$ cat src/rtl/bsx_pkg.sv
`timescale 1ns/1ps
package bsx_pkg;
  localparam int unsigned XLEN   = 32;
  localparam int unsigned LANE_W = 8;
  localparam int unsigned LANES  = XLEN / LANE_W;
  localparam int unsigned ROT_W  = $clog2(LANES);
  localparam int unsigned REG_W  = 4;
  localparam logic [REG_W-1:0] PC_REG = '1;

  typedef struct packed {
    logic             hit;
    logic             unpred;
    logic [REG_W-1:0] rd;
    logic [REG_W-1:0] rm;
    logic [ROT_W-1:0] rot;
  } dec_t;
endpackage

$ cat src/rtl/bsx_dec_wide.sv
`timescale 1ns/1ps
module bsx_dec_wide
  import bsx_pkg::*;
(
  input  logic [31:0] instr_i,
  output dec_t        dec_o
);
  logic hit;
  logic sbz_bad;

  assign hit = (instr_i[31:28] != 4'hF) && (instr_i[27:20] == 8'h6A) &&
               (instr_i[19:16] == 4'hF) && (instr_i[7:4] == 4'h7);
  assign sbz_bad = |instr_i[9:8];

  always_comb begin
    dec_o.hit    = hit;
    dec_o.rd     = instr_i[15:12];
    dec_o.rm     = instr_i[3:0];
    dec_o.rot    = instr_i[11:10];
    dec_o.unpred = hit && ((instr_i[15:12] == PC_REG) ||
                           (instr_i[3:0] == PC_REG) || sbz_bad);
  end
endmodule

$ cat src/rtl/bsx_dec_compact.sv
`timescale 1ns/1ps
module bsx_dec_compact
  import bsx_pkg::*;
(
  input  logic [31:0] instr_i,
  output dec_t        dec_o
);
  localparam logic [15:0] LONG_PFX = 16'hFA4F;
  localparam logic [9:0]  SHORT_OP = 10'b1011001001;

  logic is_long;
  logic long_hit;
  logic short_hit;

  assign is_long   = (instr_i[31:16] == LONG_PFX);
  // long prefix never falls back to the short form
  assign long_hit  = is_long && (instr_i[15:12] == 4'hF) && instr_i[7];
  assign short_hit = !is_long && (instr_i[15:6] == SHORT_OP);

  always_comb begin
    dec_o.hit = long_hit || short_hit;
    if (is_long) begin
      dec_o.rd     = instr_i[11:8];
      dec_o.rm     = instr_i[3:0];
      dec_o.rot    = instr_i[5:4];
      dec_o.unpred = long_hit && ((instr_i[11:8] == PC_REG) ||
                                  (instr_i[3:0] == PC_REG) || instr_i[6]);
    end else begin
      dec_o.rd     = {1'b0, instr_i[2:0]};
      dec_o.rm     = {1'b0, instr_i[5:3]};
      dec_o.rot    = '0;
      dec_o.unpred = 1'b0;
    end
  end
endmodule

$ cat src/rtl/bsx_lane_ext.sv
`timescale 1ns/1ps
module bsx_lane_ext #(
  parameter int unsigned XLEN   = 32,
  parameter int unsigned LANE_W = 8,
  localparam int unsigned LANES = XLEN / LANE_W,
  localparam int unsigned SEL_W = $clog2(LANES)
) (
  input  logic [XLEN-1:0]  data_i,
  input  logic [SEL_W-1:0] rot_i,
  output logic [XLEN-1:0]  result_o
);
  // rotate right by whole lanes then keep lane 0 == pick lane rot_i
  logic [LANE_W-1:0] lane [LANES];
  logic [LANE_W-1:0] pick;

  for (genvar g = 0; g < LANES; g++) begin : g_lane
    assign lane[g] = data_i[g*LANE_W +: LANE_W];
  end

  assign pick     = lane[rot_i];
  assign result_o = {{(XLEN-LANE_W){pick[LANE_W-1]}}, pick};
endmodule

$ cat src/rtl/byte_sext_unit.sv
`timescale 1ns/1ps
module byte_sext_unit
  import bsx_pkg::*;
(
  input  logic             clk_i,
  input  logic             rst_ni,
  input  logic             mode_i,
  input  logic [31:0]      instr_i,
  input  logic             cond_pass_i,
  output logic [REG_W-1:0] rs_addr_o,
  input  logic [XLEN-1:0]  rs_data_i,
  output logic             match_o,
  output logic             unpred_o,
  output logic [REG_W-1:0] rd_o,
  output logic             we_o,
  output logic [XLEN-1:0]  result_o
);
  dec_t            dec_wide;
  dec_t            dec_cmp;
  dec_t            dec_sel;
  logic [XLEN-1:0] ext;
  logic            we_d;

  bsx_dec_wide    u_dec_wide (.instr_i(instr_i), .dec_o(dec_wide));
  bsx_dec_compact u_dec_cmp  (.instr_i(instr_i), .dec_o(dec_cmp));

  assign dec_sel   = mode_i ? dec_cmp : dec_wide;
  assign rs_addr_o = dec_sel.rm;

  bsx_lane_ext #(.XLEN(XLEN), .LANE_W(LANE_W)) u_ext (
    .data_i  (rs_data_i),
    .rot_i   (dec_sel.rot),
    .result_o(ext)
  );

  assign we_d = dec_sel.hit && cond_pass_i && !dec_sel.unpred;

  always_ff @(posedge clk_i or negedge rst_ni) begin
    if (!rst_ni) begin
      match_o  <= 1'b0;
      unpred_o <= 1'b0;
      rd_o     <= '0;
      we_o     <= 1'b0;
      result_o <= '0;
    end else begin
      match_o  <= dec_sel.hit;
      unpred_o <= dec_sel.unpred;
      rd_o     <= dec_sel.rd;
      we_o     <= we_d;
      result_o <= ext;
    end
  end

  a_r4_sign_ext: assert property (@(posedge clk_i) disable iff (!rst_ni)
    match_o |-> (result_o[XLEN-1:LANE_W] == {(XLEN-LANE_W){result_o[LANE_W-1]}}));

  a_r5_reg15_flagged: assert property (@(posedge clk_i) disable iff (!rst_ni)
    (match_o && rd_o == PC_REG) |-> (unpred_o && !we_o));

  a_r6_unpred_no_write: assert property (@(posedge clk_i) disable iff (!rst_ni)
    unpred_o |-> (match_o && !we_o));

  a_r7_cond_fail: assert property (@(posedge clk_i) disable iff (!rst_ni)
    (dec_sel.hit && !cond_pass_i) |=> (match_o && !we_o));

  a_r8_one_cycle: assert property (@(posedge clk_i) disable iff (!rst_ni)
    (dec_sel.hit && cond_pass_i && !dec_sel.unpred) |=> (we_o && rd_o == $past(dec_sel.rd)));
endmodule

$ cat config.mk
export PLATFORM = sky130hd
export DESIGN_NAME = byte_sext_unit
export DESIGN_NICKNAME = d
export VERILOG_FILES = /design/src/rtl/bsx_pkg.sv /design/src/rtl/bsx_dec_wide.sv /design/src/rtl/bsx_dec_compact.sv /design/src/rtl/bsx_lane_ext.sv /design/src/rtl/byte_sext_unit.sv
export SDC_FILE = /design/constraint.sdc
export NUM_CORES = 1
export LEC_CHECK = 0
export BUFFER_PORTS_ARGS = -buffer_cell sky130_fd_sc_hd__buf_4
export CAP_MARGIN = 20
export CORE_ASPECT_RATIO = 0.5
export CORE_MARGIN = 2
export CORE_UTILIZATION = 38
export CTS_BUF_LIST = sky130_fd_sc_hd__clkbuf_4 sky130_fd_sc_hd__clkbuf_8
export DETAILED_ROUTE_END_ITERATION = 7
export HOLD_SLACK_MARGIN = 0.02
export PLACE_DENSITY = 0.83
export SLEW_MARGIN = 20
export SYNTH_ARGS = -nofsm -noshare
export SYNTH_HDL_FRONTEND = slang
export SYNTH_SLANG_ARGS = --single-unit
$ cat constraint.sdc
create_clock -name clk_i -period 3.51 [get_ports clk_i]
set_input_delay 0.702 -clock clk_i [delete_from_list [all_inputs] [get_ports clk_i]]
set_output_delay 0.702 -clock clk_i [all_outputs]
set_load 0.05 [all_outputs]
After elaboration in Yosys (flattened, before gate mapping) --
Cells that the tools add are included.
Word-level totals: register bits after elaboration 15, output and inout bits 43
Cells by class: magnitude comparators 1, equal/unequal tests 9, mux-type cells 5, bitwise gates (word level) 1, reduce and logical (&&, ||, !) cells 18
Operator list (number):
- $bmux W8 S2 | 1
- $eq A16 B16 Y1 const B | 1
- $eq A4 B4 Y1 const B | 4
- $mux W8 | 2
- $mux W12 | 1
- $mux W11 | 1
- $eq A10 B10 Y1 const B | 1
- $logic_and A1 B1 Y1 | 10
- $eq A8 B7 Y1 const B | 1
- $logic_or A1 B1 Y1 | 5
- $eq A4 B3 Y1 const B | 1
- $ne A4 B4 Y1 const B | 1
- $ge A3 B3 Y1 const B | 1
- $not A2 Y3 | 1
- $logic_not A1 Y1 | 2
- $reduce_or A2 Y1 | 1

Depth between registers and ports, before layout --
word-level depth 10, depth in mapped cells 6, gate-level depth less buffers 5

Modules after synthesis --
A second synthesis with hierarchy kept.
Unflattened totals: cells, all modules 142, area, all modules 2016.9 µm²
Modules (own cells, without submodules):
- byte_sext_unit | times used 1, cells an instance 61, area an instance 1207.4 µm², seq. area each 975.9 µm²
- bsx_lane_ext | times used 1, cells an instance 34, area an instance 376.6 µm², seq. area each 0.0 µm²
- bsx_dec_compact | times used 1, cells an instance 25, area an instance 254.0 µm², seq. area each 0.0 µm²
- bsx_dec_wide | times used 1, cells an instance 22, area an instance 178.9 µm², seq. area each 0.0 µm²

Worst setup path after synthesis --
Ideal clock, no wire load.
path kind input to output, start point input port instr_i[24], end point output port rs_addr_o[0], arrival time 2.394 ns, path slack 0.414 ns, stages on the path 5, buffers on the path 1, cells stage by stage or4b_4 -> nor4_4 -> nand2b_1 -> mux2_2 -> buf_4
RTL lines:
- start, declared | line byte_sext_unit.sv:8 | input logic [31:0] instr_i,
- end, declared | line byte_sext_unit.sv:10 | output logic [REG_W-1:0] rs_addr_o,

Final worst setup path --
start point input port instr_i[24], end point output port rs_addr_o[1]
Between the ends: word-level cells in the longest chain between the ends 3
Ends and longest elaborated chain:
- $eq A16 B16 Y1 | line bsx_dec_compact.sv:15 | assign is_long = (instr_i[31:16] == LONG_PFX);
- $mux W11 | line bsx_dec_compact.sv:22 | if (is_long) begin
- $mux W12 | line byte_sext_unit.sv:27 | assign dec_sel = mode_i ? dec_cmp : dec_wide;
Every way passes these cells.

==> summary.md <==
| Metric | Value |
|---|---|
| Most numerous cell in the Yosys netlist | buf_4 |
| Final setup TNS | 0 ns |
| Crit-path leading delay family | simple AND/OR/NAND/NOR gates |
| Root Driver | clkbuf_8 |
| HP Class | in -> async |
| DRT Pass-1 Iters | 4 |
| Die X-Extent | around 83 um |
| Synth cell count leaders | buf_4 (28), dfrtp_1 (15), mux2i_1 (11), a21oi_1 (10), o22ai_1 (8) |
| Via/cell ratio | a little under 5 |
| Post-synth EDFFs | 0 |
| Synth unique cells | 33 |
| Crit path buf inv count | 2 |
| Post-synth ARST share | 1.00 |
| Ys flop type | dfrtp_1 |
| Area of the core | 2980 um2 |
| Lkg Pwr | 0.000968 uW |
| H-tree depth | 1 |
| Post-synthesis mux area share | 0.122 |
| Remaining DRCs | 0 |
| Final Hold Fails | 0 |
| RePlAce Congestion | ~0.92 |
| Synthesized cell area | roughly 1200 um2 |
| CP Class | in -> out |
| Largest stage delay, worst path | 0.54 ns |
| Simple-gate share of the synthesized area | 0.207 |
| Worst vdd ir | 0.226 mV |
| Sequential share of the synthesized area | 0.317 |
| P&R area growth vs syn | 61.1% |
| Worst slew pin tran | 0.691 ns |
| CTS tree | yes |
| Final period util | 0.847 |
| I/O pin cnt | between 100 and 150 |
| Post-detail-place hpwl | 2830 um |
| Cell Pwr Density | about 350 nW/um2 |
| Final Max Slew Viols | 0 |
| Final setup vio count | 0 |
| Post-CTS Setup Bufs | 0 |
| Die area | 3600 um2 |
| Vias in the first global route | 1203 |
| Iter 0 DRT Violations | 34 |
| CTS Sinks | 15 |
| Initial core utilization | 0.397 |
| Clock buffer depth | 2 |
| Critical Path Most Common Cell | buf_4 |
| CP Launch Type | input pin |
| Post-layout power | between 600 and 700 uW |
| Syn nets | 196 |
| Initial antenna violation count | 0 |
| Antenna viol nets, final | 0 |
| Syn Area/Cell | about 9.2 um2 |
| Crit path DAT | about 2.3 ns |
| Die height | roughly 43 um |
| Post-synthesis xor/xnor area fraction | 0 |
| Port Buf Inserts | 110 |
| Largest net degree at the start of global routing | 26 |
| Filler Cells Inserted | 279 |
| #FFs+latches synth | 15 |
| Clock transition at path regs | 0.06 ns |
| Number of buffers created by CTS | 3 |
| Final setup margin | 0.537 ns |
| YS warnings | 0 |
| Critical-path cell list | buf_4 -> or4b_4 -> nor4_4 -> nand2b_1 -> mux2_2 -> buf_4 |
| RSZ-0062 raised after global routing | no |
| Total global-route track usage | 0.181 |
| First-pass GRT wire length | 5340 um |
| Crit path max fanout | 4 |
| Worst slack, placed | 0.534 ns |
| Final worst path period need | 2.97 ns |
| Layout Utilization | 0.639 |
| Post-Synth Adder-Cell Area | 0 |
| Drt wl/cell | 13.3 um |
| Largest family of logic cells by synthesized area | simple AND/OR/NAND/NOR gates |
| Worst path required time | 2.81 ns |
| Layout Nets | 282 |
| Compound-cell area share of the yosys netlist | 0.157 |
| Diode count | 0 |
| Top cells by area, synth | dfrtp_1 (32%), buf_4 (18%), mux2i_1 (9.3%) |
| Synth area leader | dfrtp_1 |
| Post-Synthesis Cells | between 100 and 150 |
| Min Hold Slack | 0.301 ns |
| CTS Hold Bufs | 0 |
| Top-area cell type share of the netlist area | 0.317 |
| Fmax | 336 MHz |
| Layout cell share with drive strength beyond 1 | 0.577 |
| Status | completed |
| Crit end category | primary output |
| Max cap viols | 0 |
| Routed vias | 1258 |
| GR Overflow Total | 0 |
| Critical Path Slowest Stage Cell | or4b_4 |
| Row Count | 14 |
| Max_slew headroom | 0.539 |
| DRT Wirelength | 3360 um |
| Post-CTS sizing | 0 |
[metrics by stage]
step                      cells  cell area, um2
after floorplan             128            1180
after global placement      249            1850
after detailed placement    249            1850
after CTS                   253            1900
after global routing        253            1900
final                       253            1900
[worst paths after layout]
check,startpoint,end,cells past startpoint
min in group clk_i,cond_pass_i,we_o,3
worst min-delay path,rst_ni,we_o,1
max in group asynchronous,rst_ni,result_o[5],1
worst max-delay path,instr_i[24],rs_addr_o[1],6
[cell families after synthesis]
family | Yosys count
buffers and inverters | 34
and+or+nand+nor | 37
muxes | 14
AOI/OAI and AO/OA | 28
DFF | 15
[routing by layer]
layer  share of wire  GRT usage  up-vias
met5               0          0        -
met1            0.39      0.218      578
met2            0.53      0.348       58
met3           0.071     0.0267        2
li1                -          -      620
met4          0.0063     0.0492        0
[cell usage in the layout, fill, tap and decap left out, types with 2 or more instances in the layout]
master and instances:
nand2_1 4, o22ai_1 8, nand2b_1 2, nor2_1 7, dfrtp_1 15, a21oi_1 10, nor3b_1 3, buf_4 111
nand4_1 5, nand3_1 4, clkbuf_8 3, nor2b_1 2, inv_1 4, nor4bb_1 2, mux2_2 3, mux2i_1 11
[sequential cells by signal, indices dropped and copies added, names as in the netlist]
signal,count
we_o,1
unpred_o,1
match_o,1
result_o,8
rd_o,4
[layout make-up]
cell class	instances	area (um2)	share of cell area
clock buffer	4	48.8	0.0256
tap	40	50.0	0.0263
sequential	15	375	0.197
multi-input combinational	79	582	0.306
inverter	4	15.0	0.00788
timing repair buffer	111	833	0.438
[where the power goes]
group	switching, uW	total (uW)	internal (uW)
Combinational	215	337	122
Sequential	8.98	194	185
Clock	53.5	141	87.9
(Power assumes the default switching activity.)
